===== src/rtl/irq_arb_pkg.sv =====
package irq_arb_pkg;
  localparam int LVL_N     = 16;
  localparam int SOFT_W    = 17;
  localparam int TT_W      = 9;
  localparam int PIL_W     = $clog2(LVL_N);
  localparam int TIMER_LO  = 0;
  localparam int TIMER_HI  = 16;
  localparam int TIMER_LVL = 14;
  localparam int CLASS_LSB = PIL_W;

  typedef logic [LVL_N-1:0]  lvl_vec_t;
  typedef logic [SOFT_W-1:0] soft_t;
  typedef logic [TT_W-1:0]   tt_t;
  typedef logic [PIL_W-1:0]  pil_t;

  localparam tt_t EXT_BASE = tt_t'(9'h040);

  typedef enum logic [1:0] {SW_HOLD, SW_SET, SW_CLR, SW_WR} sw_op_e;

  function automatic soft_t soft_apply(sw_op_e op, soft_t cur, soft_t v);
    case (op)
      SW_WR:   return v;
      SW_CLR:  return cur & ~v;
      SW_SET:  return cur | v;
      default: return cur;
    endcase
  endfunction

  function automatic lvl_vec_t merge_pend(lvl_vec_t ext, soft_t s);
    lvl_vec_t p;
    p = ext | (s[LVL_N-1:0] & ~lvl_vec_t'(1));
    if (s[TIMER_LO] || s[TIMER_HI]) p[TIMER_LVL] = 1'b1;
    return p;
  endfunction

  function automatic logic under_limit(lvl_vec_t p, pil_t pil);
    logic [LVL_N:0] lim;
    lim = (LVL_N+1)'(2) << pil;
    return {1'b0, p} < lim;
  endfunction

  function automatic pil_t top_level(lvl_vec_t p, pil_t pil);
    pil_t lvl;
    logic found;
    lvl = '0;
    found = 1'b0;
    for (int i = LVL_N-1; i > 0; i--) begin
      if (!found && p[i] && (i > int'(pil))) begin
        lvl = pil_t'(i);
        found = 1'b1;
      end
    end
    return lvl;
  endfunction

  function automatic tt_t level_tt(pil_t l);
    return EXT_BASE | tt_t'(l);
  endfunction

  function automatic logic outranked(tt_t saved, tt_t cand);
    return (saved[TT_W-1:CLASS_LSB] == EXT_BASE[TT_W-1:CLASS_LSB]) && (saved > cand);
  endfunction
endpackage


===== src/rtl/irq_soft_reg.sv =====
module irq_soft_reg
  import irq_arb_pkg::*;
(
  input  logic  clk,
  input  logic  rst_n,
  input  logic  set_i,
  input  logic  clr_i,
  input  logic  wr_i,
  input  soft_t data_i,
  output soft_t q_o
);
  sw_op_e op;
  soft_t  nxt;

  always_comb begin
    if (wr_i)       op = SW_WR;
    else if (clr_i) op = SW_CLR;
    else if (set_i) op = SW_SET;
    else            op = SW_HOLD;
    nxt = soft_apply(op, q_o, data_i);
  end

  always_ff @(posedge clk) begin
    if (!rst_n)          q_o <= '0;
    else if (nxt != q_o) q_o <= nxt;
  end
endmodule


===== src/rtl/irq_pend_merge.sv =====
module irq_pend_merge
  import irq_arb_pkg::*;
(
  input  lvl_vec_t ext_i,
  input  soft_t    soft_i,
  output lvl_vec_t pend_o
);
  assign pend_o = merge_pend(ext_i, soft_i);
endmodule


===== src/rtl/irq_level_pick.sv =====
module irq_level_pick
  import irq_arb_pkg::*;
(
  input  lvl_vec_t pend_i,
  input  pil_t     pil_i,
  output logic     below_o,
  output tt_t      tt_o
);
  assign below_o = under_limit(pend_i, pil_i);
  assign tt_o    = level_tt(top_level(pend_i, pil_i));
endmodule


===== src/rtl/irq_level_arbiter.sv =====
module irq_level_arbiter
  import irq_arb_pkg::*;
#(
  parameter int TL_W = 3
) (
  input  logic              clk,
  input  logic              rst_n,
  input  logic [LVL_N-1:0]  ext_lvl,
  input  logic [PIL_W-1:0]  pil,
  input  logic              int_en,
  input  logic              vec_pend,
  input  logic [TL_W-1:0]   trap_lvl,
  input  logic [TT_W-1:0]   saved_tt,
  input  logic              sw_set,
  input  logic              sw_clr,
  input  logic              sw_wr,
  input  logic [SOFT_W-1:0] sw_data,
  output logic [SOFT_W-1:0] soft_q,
  output logic [TT_W-1:0]   irq_tt,
  output logic              irq_req
);
  lvl_vec_t pend_w;
  logic     below_thr_w;
  tt_t      win_tt_w;
  logic     suppress_w;
  logic     post_w;
  logic     drop_w;

  irq_soft_reg u_soft (
    .clk(clk), .rst_n(rst_n), .set_i(sw_set), .clr_i(sw_clr),
    .wr_i(sw_wr), .data_i(sw_data), .q_o(soft_q)
  );

  irq_pend_merge u_merge (
    .ext_i(ext_lvl), .soft_i(soft_q), .pend_o(pend_w)
  );

  irq_level_pick u_pick (
    .pend_i(pend_w), .pil_i(pil), .below_o(below_thr_w), .tt_o(win_tt_w)
  );

  assign suppress_w = (trap_lvl != '0) && outranked(saved_tt, win_tt_w);
  assign drop_w     = !vec_pend && (below_thr_w || !int_en);
  assign post_w     = !vec_pend && !below_thr_w && int_en && !suppress_w
                      && (win_tt_w != irq_tt);

  always_ff @(posedge clk) begin
    if (!rst_n) begin
      irq_req <= 1'b0;
      irq_tt  <= '0;
    end else if (drop_w) begin
      irq_req <= 1'b0;
      irq_tt  <= '0;
    end else if (post_w) begin
      irq_req <= 1'b1;
      irq_tt  <= win_tt_w;
    end
  end
endmodule


===== config.mk =====
export PLATFORM = sky130hd
export DESIGN_NAME = irq_level_arbiter
export DESIGN_NICKNAME = d
export VERILOG_FILES = /design/src/rtl/irq_arb_pkg.sv /design/src/rtl/irq_soft_reg.sv /design/src/rtl/irq_pend_merge.sv /design/src/rtl/irq_level_pick.sv /design/src/rtl/irq_level_arbiter.sv
export SDC_FILE = /design/constraint.sdc
export NUM_CORES = 1
export LEC_CHECK = 0
export BUFFER_PORTS_ARGS = -buffer_cell sky130_fd_sc_hd__buf_2
export CAP_MARGIN = 20
export CORE_MARGIN = 1.5
export CORE_UTILIZATION = 43
export CTS_CLUSTER_DIAMETER = 80
export DETAILED_ROUTE_END_ITERATION = 12
export GPL_ROUTABILITY_DRIVEN = 0
export PLACE_DENSITY = 0.8
export SLEW_MARGIN = 20
export SYNTH_ARGS = -nofsm -noshare
export SYNTH_HDL_FRONTEND = slang
export SYNTH_SLANG_ARGS = --single-unit
export TNS_END_PERCENT = 1

===== constraint.sdc =====
create_clock -name clk -period 3.2 [get_ports clk]
set_input_delay 0.64 -clock clk [delete_from_list [all_inputs] [get_ports clk]]
set_output_delay 0.64 -clock clk [all_outputs]
set_load 0.005 [all_outputs]

# Word level (Yosys, flattened, before mapping)

Cells that the tools add are included.

Magnitude comparators: 17
Eq/ne operators: 6
Shift operators: 1
Mux-type cells: 34
Bitwise gates (word level): 5
Reductions and logical operators: 58

Operator list:

| operator               | number |
|---|---|
| $mux W4                | 15 |
| $pmux W17 S3           | 1 |
| $logic_and A1 B1 Y1    | 36 |
| $gt A4 B4 Y1 const A   | 8 |
| $logic_not A1 Y1       | 18 |
| $and A17 B17 Y17       | 1 |
| $lt A16 B17 Y1         | 1 |
| $ne A17 B17 Y1         | 1 |
| $not A17 Y17           | 1 |
| $or A17 B17 Y17        | 1 |
| $shl A2 B4 Y17 const A | 1 |
| $gt A3 B4 Y1 const A   | 4 |
| $mux W1                | 16 |
| $or A16 B16 Y16        | 1 |
| $gt A9 B7 Y1           | 1 |
| $gt A2 B4 Y1 const A   | 2 |
| $eq A5 B3 Y1 const B   | 1 |
| $ne A5 B5 Y1           | 1 |
| $eq A2 B2 Y1 const B   | 2 |
| $gt A1 B4 Y1 const A   | 1 |
| $mux W2                | 2 |
| $reduce_bool A3 Y1     | 1 |
| $eq A2 B1 Y1 const B   | 1 |
| $logic_or A1 B1 Y1     | 2 |
| other kinds (2)        | 2 |

Register bits after elaboration: 23
Input port bits: 56
Output and inout port bits: 27
Logic and storage cells: 124

# Longest topological paths before layout

Depth in word-level cells: 65
Mapped depth: 13
Gate-level depth less buffers: 12

# Hierarchy

A second synthesis with hierarchy kept.

Cells, all modules: 414
Area, all modules: 3110.5 um^2

Modules (own cells, without submodules):

| module            | instances | cells each | area an instance (um^2) | sequential area each (um^2) |
|---|---|---|---|---|
| irq_soft_reg      | 1         | 179        | 1391.3                  | 340.3 |
| irq_level_pick    | 1         | 126        | 840.8                   | 0.0 |
| irq_level_arbiter | 1         | 93         | 775.7                   | 200.2 |
| irq_pend_merge    | 1         | 16         | 102.6                   | 0.0 |

# Worst setup path before layout

Ideal clock, no wire load.

Kind: input port to flip-flop
From: in ext_lvl[14]
To: reg irq_tt[3]
Setup time: 0.088 ns
Arrival time: 3.204 ns
Data required time: 3.112 ns
Slack: -0.092 ns
Stages: 12
Path buffers: 0
Cell sequence: or4_4 > a22oi_4 > and3_2 > a31o_2 > inv_1 > ha_1 > nor2b_1 > o211ai_1 > a21oi_1 > nor3b_1 > a21oi_1 > nor4_2

Word-level cells in the longest chain between the ends: 63
Elaborated cells on any way between the ends: 84
Classes of those cells: order compare (2); eq/ne (1); mux (28); bitwise (1); reduce/logical (52)

Ends and longest elaborated chain:

| what                              | RTL line                | source |
|---|---|---|
| start: declaration                | irq_level_arbiter.sv:8  | `input logic [LVL_N-1:0] ext_lvl,` |
| $or A16 B16 Y16 (*)               | irq_arb_pkg.sv:31       | `p = ext \| (s[LVL_N-1:0] & ~lvl_vec_t'(1));` |
| $mux W1 (*)                       | irq_arb_pkg.sv:32       | `if (s[TIMER_LO] \|\| s[TIMER_HI]) p[TIMER_LVL] = 1'b1;` |
| $logic_and A1 B1 Y1 (2 in series) | irq_arb_pkg.sv:48       | `if (!found && p[i] && (i > int'(pil))) begin` |
| $mux W1                           | irq_arb_pkg.sv:48       |  |
| $logic_not A1 Y1                  | irq_arb_pkg.sv:48       |  |
| $logic_and A1 B1 Y1 (2 in series) | irq_arb_pkg.sv:48       |  |
| $mux W1                           | irq_arb_pkg.sv:48       |  |
| $logic_not A1 Y1                  | irq_arb_pkg.sv:48       |  |
| [... 44 more ...]                 | --                      |  |
| $logic_and A1 B1 Y1 (2 in series) | irq_arb_pkg.sv:48       |  |
| $mux W4                           | irq_arb_pkg.sv:48       |  |
| $gt A9 B7 Y1                      | irq_arb_pkg.sv:61       | `return (saved[TT_W-1:CLASS_LSB] == EXT_BASE[TT_W-1:CLASS_LSB]) && (saved > cand);` |
| $logic_and A1 B1 Y1               | irq_arb_pkg.sv:61       |  |
| $logic_and A1 B1 Y1               | irq_level_arbiter.sv:42 | `assign suppress_w = (trap_lvl != '0) && outranked(saved_tt, win_tt_w);` |
| $logic_not A1 Y1                  | irq_level_arbiter.sv:44 | `assign post_w = !vec_pend && !below_thr_w && int_en && !suppress_w` |
| $logic_and A1 B1 Y1               | irq_level_arbiter.sv:44 |  |
| $logic_and A1 B1 Y1               | irq_level_arbiter.sv:45 | `&& (win_tt_w != irq_tt);` |
| end signal: assignment            | irq_level_arbiter.sv:56 | `irq_tt <= win_tt_w;` |
| end: declaration                  | irq_level_arbiter.sv:19 | `output logic [TT_W-1:0] irq_tt,` |

Every way passes the cells marked *; elsewhere a longest branch is shown, timed or not.
A chain may end at the register's enable or synchronous reset.

# Worst setup path after layout

From: in pil[1]
To: reg irq_tt[1]

Word-level cells in the longest chain between the ends: 65
Elaborated cells on any way between the ends: 102
Classes of those cells: order compare (17); eq/ne (1); shift (1); mux (29); reduce/logical (54)

Ends and longest elaborated chain:

| what                              | RTL line                | source |
|---|---|---|
| start: declaration                | irq_level_arbiter.sv:9  | `input logic [PIL_W-1:0] pil,` |
| $gt A4 B4 Y1                      | irq_arb_pkg.sv:48       |  |
| $logic_and A1 B1 Y1               | irq_arb_pkg.sv:48       |  |
| $mux W1                           | irq_arb_pkg.sv:48       |  |
| $logic_not A1 Y1                  | irq_arb_pkg.sv:48       |  |
| $logic_and A1 B1 Y1 (2 in series) | irq_arb_pkg.sv:48       |  |
| $mux W1                           | irq_arb_pkg.sv:48       |  |
| $logic_not A1 Y1                  | irq_arb_pkg.sv:48       |  |
| $logic_and A1 B1 Y1 (2 in series) | irq_arb_pkg.sv:48       |  |
| [... 46 more ...]                 | --                      |  |
| $logic_and A1 B1 Y1 (2 in series) | irq_arb_pkg.sv:48       |  |
| $mux W4                           | irq_arb_pkg.sv:48       |  |
| $gt A9 B7 Y1                      | irq_arb_pkg.sv:61       |  |
| $logic_and A1 B1 Y1               | irq_arb_pkg.sv:61       |  |
| $logic_and A1 B1 Y1               | irq_level_arbiter.sv:42 |  |
| $logic_not A1 Y1                  | irq_level_arbiter.sv:44 |  |
| $logic_and A1 B1 Y1               | irq_level_arbiter.sv:44 |  |
| $logic_and A1 B1 Y1               | irq_level_arbiter.sv:45 |  |

Several ways; a longest one is shown, not always the timed one.

==> summary.md <==
| Metric | Value |
|---|---|
| Fin crit period | `3090 ps` |
| Logic pwr share | `0.417` |
| Commonest non-fill, non-tap cell in the layout | `buf_2` |
| H-tree lvl count | `1` |
| Count of final setup violators | `0` |
| Post-CTS Hold Buffers | `0` |
| ANT cells | `0` |
| Largest net degree at the start of global routing | `19` |
| Worst Path Max Fanout | `8` |
| Cells after Synth | `257` |
| Initial antenna violation count | `0` |
| Inserted Clock Buffers | `3` |
| Flop pwr share | `0.379` |
| Hold path cells | `2` |
| Synth area leader | `dfxtp_1` |
| Placed Instances | `415` |
| Finished Layout Cells | `419` |
| Initial DRC count | `94` |
| Clock sinks | `22` |
| Total negative slack | `0 ps` |
| Filler cells | `357` |
| Ys async rst share | `0` |
| Worst Setup EP | `irq_tt[1]` |
| Seq/Total Area, Yosys | `0.219` |
| Via-to-Cell Ratio | `5.66` |
| # IOs | `83` |
| Share of layout cells above drive strength 1 | `0.411` |
| Slew margin rel. | `0.566` |
| FF-to-FF path depth | `12` |
| Switch share | `0.326` |
| FF-to-FF End | `irq_tt[1]` |
| Pre-antenna DRT Iters | `4` |
| Clk_lat worst skew | `260 ps` |
| Final worst-path cycle share | `0.964` |
| Fin nets | `444` |
| Reg-to-reg startpoint | `u_soft.q_o[16]` |
| Crit end category | `flop` |
| Share of Yosys cell area claimed by the top area cell type | `0.219` |
| Netlist cell types | `58` |
| Core area | `4410 um^2` |
| Max-cap violations | `0` |
| Pins Over Slew Limit | `0` |
| R2r setup slk | `140 ps` |
| Std cell rows | `24` |
| Syn Area/Cell | `7.82 um^2` |
| Clock power frac | `0.204` |
| Routed WL | `6230 um` |
| WL per Instance | `14.9 um` |
| Clock skew | `0.642 ps` |
| DIE WIDTH | `71.4 um` |
| Leak | `0.00134 uW` |
| Reg clk slew, reported paths | `70 ps` |
| P_int | `552 uW` |
| Yosys reg bits | `22` |
| GR Overflow Total | `0` |
| FMAX | `0.324 GHz` |
| Commonest non-fill, non-tap cells in the layout | `buf_2 (73), buf_4 (40), a21oi_1 (23)` |
| CTS tree | `yes` |
| Initial Util | `0.455` |
| Worst Tran Pin Value | `650 ps` |
| Post-synth EDFFs | `0` |
| Switching power | `266 uW` |
| CTS Root Cell | `clkbuf_8` |
| HP Class | `reg2reg` |
| First-pass GRT wire length | `9700 um` |
| Top post-synthesis cells by area | `dfxtp_1 (22%), ha_1 (12%), a211oi_1 (6.7%)` |
| Routed via count | `2,371` |
| HPWL Detailed | `4890 um` |
| Power Density | `285 nW/um^2` |
| Total Routing Usage GR | `0.232` |
| Port-buffer cells | `77` |
| Kind of critical path | `in2reg` |
| Vias in the first global route | `2,198` |
| Worst EP required | `3350 ps` |
| Mapped Area | `2010 um^2` |
| Ys flop type | `dfxtp_1` |
| Critical Path AT | `3240 ps` |
| CP startpoint | `pil[1]` |
| Worst VDD drop | `265 uV` |
| Crit start category | `primary input` |
| Outcome | `complete, no violations` |
| Chip Height | `71.4 um` |
| Synth warn | `0` |
| Full die area | `5090 um^2` |
| Clock Path Buffers | `2` |
| Routed Antenna Nets | `0` |
| Drt drc | `0` |
| RSZ-0062 raised after global routing | `true` |
| Final hold vios | `0` |
| P&R area growth vs syn | `43.0%` |
## worst min-delay path by stage
| stage | to | slack (ps) | start |
|---|---|---|---|
| 2_1_floorplan | irq_req | 510 | irq_req |
| 3_3_place_gp | irq_req | 510 | irq_req |
| 3_5_place_dp | irq_req | 520 | irq_req |
| 4_1_cts | irq_req | 530 | irq_req |
| 5_1_grt | irq_tt[1] | 560 | irq_tt[1] |
| 6_report | irq_tt[1] | 530 | irq_tt[1] |
## synth_stat cells, drive strengths merged, types with 2 or more instances
master,count
a2111oi,3
a21o,5
nor3,5
clkbuf,5
nor4,4
nand2,19
a21oi,26
o2bb2ai,3
a211o,3
a221o,2
o211ai,3
and3,7
xnor2,2
and4,3
o21bai,2
a211oi,18
ha,19
dfxtp,22
and2,2
o21ai,24
o21a,4
nor2b,6
a31o,2
nand4,2
or2,8
buf,10
inv,11
nor2,17
o31a,2
## through the flow
| stage | hold slack [ps] | area, um^2 | power [uW] | utilization | setup WS [ps] |
|---|---|---|---|---|---|
| 2_1_floorplan | 508 | 2030 | 481 | - | 107 |
| 3_5_place_dp | 516 | 2710 | 626 | 0.613 | -315 |
| 5_1_grt | 558 | 2870 | 866 | 0.651 | -79.3 |
| 3_3_place_gp | 510 | 2710 | 613 | 0.613 | -210 |
| 6_report | 531 | 2870 | 818 | 0.651 | 114 |
| 4_1_cts | 529 | 2750 | 795 | 0.624 | 21.1 |
## flip-flops by register name (all words and copies together), names as in the netlist
register,flops
irq_req,1
irq_tt,4
u_soft.q_o,17
## cell families (layout without fill, tap and decap cells)
logic type / after synthesis / after routing / synth area share
XOR/XNOR: 3 / 3 / 0.0131
adder cells (fa/ha/maj): 19 / 19 / 0.118
AND/OR/NAND/NOR: 77 / 77 / 0.210
AO/OA/AOI/OAI: 108 / 108 / 0.366
other: 1 / 4 / 0.00187
flip-flops: 22 / 22 / 0.219
buffers and inverters: 26 / 133 / 0.0660
multiplexers: 1 / 1 / 0.00498
## what timing repair did
action,in CTS,in global routing
pin swaps,0,9
cloned,0,0
buffers inserted,0,1
endpoints found under the setup margin,3,5
resized for setup,1,31
## area by class of cell
type / count / area (um^2) / area share
clock buffers: 3 / 41.3 / 0.0144
well taps: 52 / 65.1 / 0.0226
repair buffers: 119 / 742 / 0.258
inverters: 11 / 43.8 / 0.0152
flip-flops and latches: 22 / 440 / 0.153
multi-input cells: 212 / 1540 / 0.536
## power by group through the flow
stage	clock network (uW)	registers, uW	logic [uW]
global route	180	312	375
CTS	171	308	315
finish	167	310	341
floorplan	0	313	168
detailed placement	0	314	312
global placement	0	314	300
## per-layer routing
metal,wire length (um),track usage
met1,2810,0.296
met5,0,0
met2,3070,0.394
met4,93,0.0964
met3,258,0.0309
## worst max-delay path, cell delays in order
cell	delay [ps]
buf_6	120
buf_12	130
o211a_1	230
o21a_1	200
and3_4	190
a31o_4	240
inv_4	60
ha_4	190
nor2b_4	120
o211ai_1	230
a21oi_2	110
nor3b_4	370
nor2_1	70
a2111oi_0	340
No activity file was read; power rests on OpenSTA's default activity.
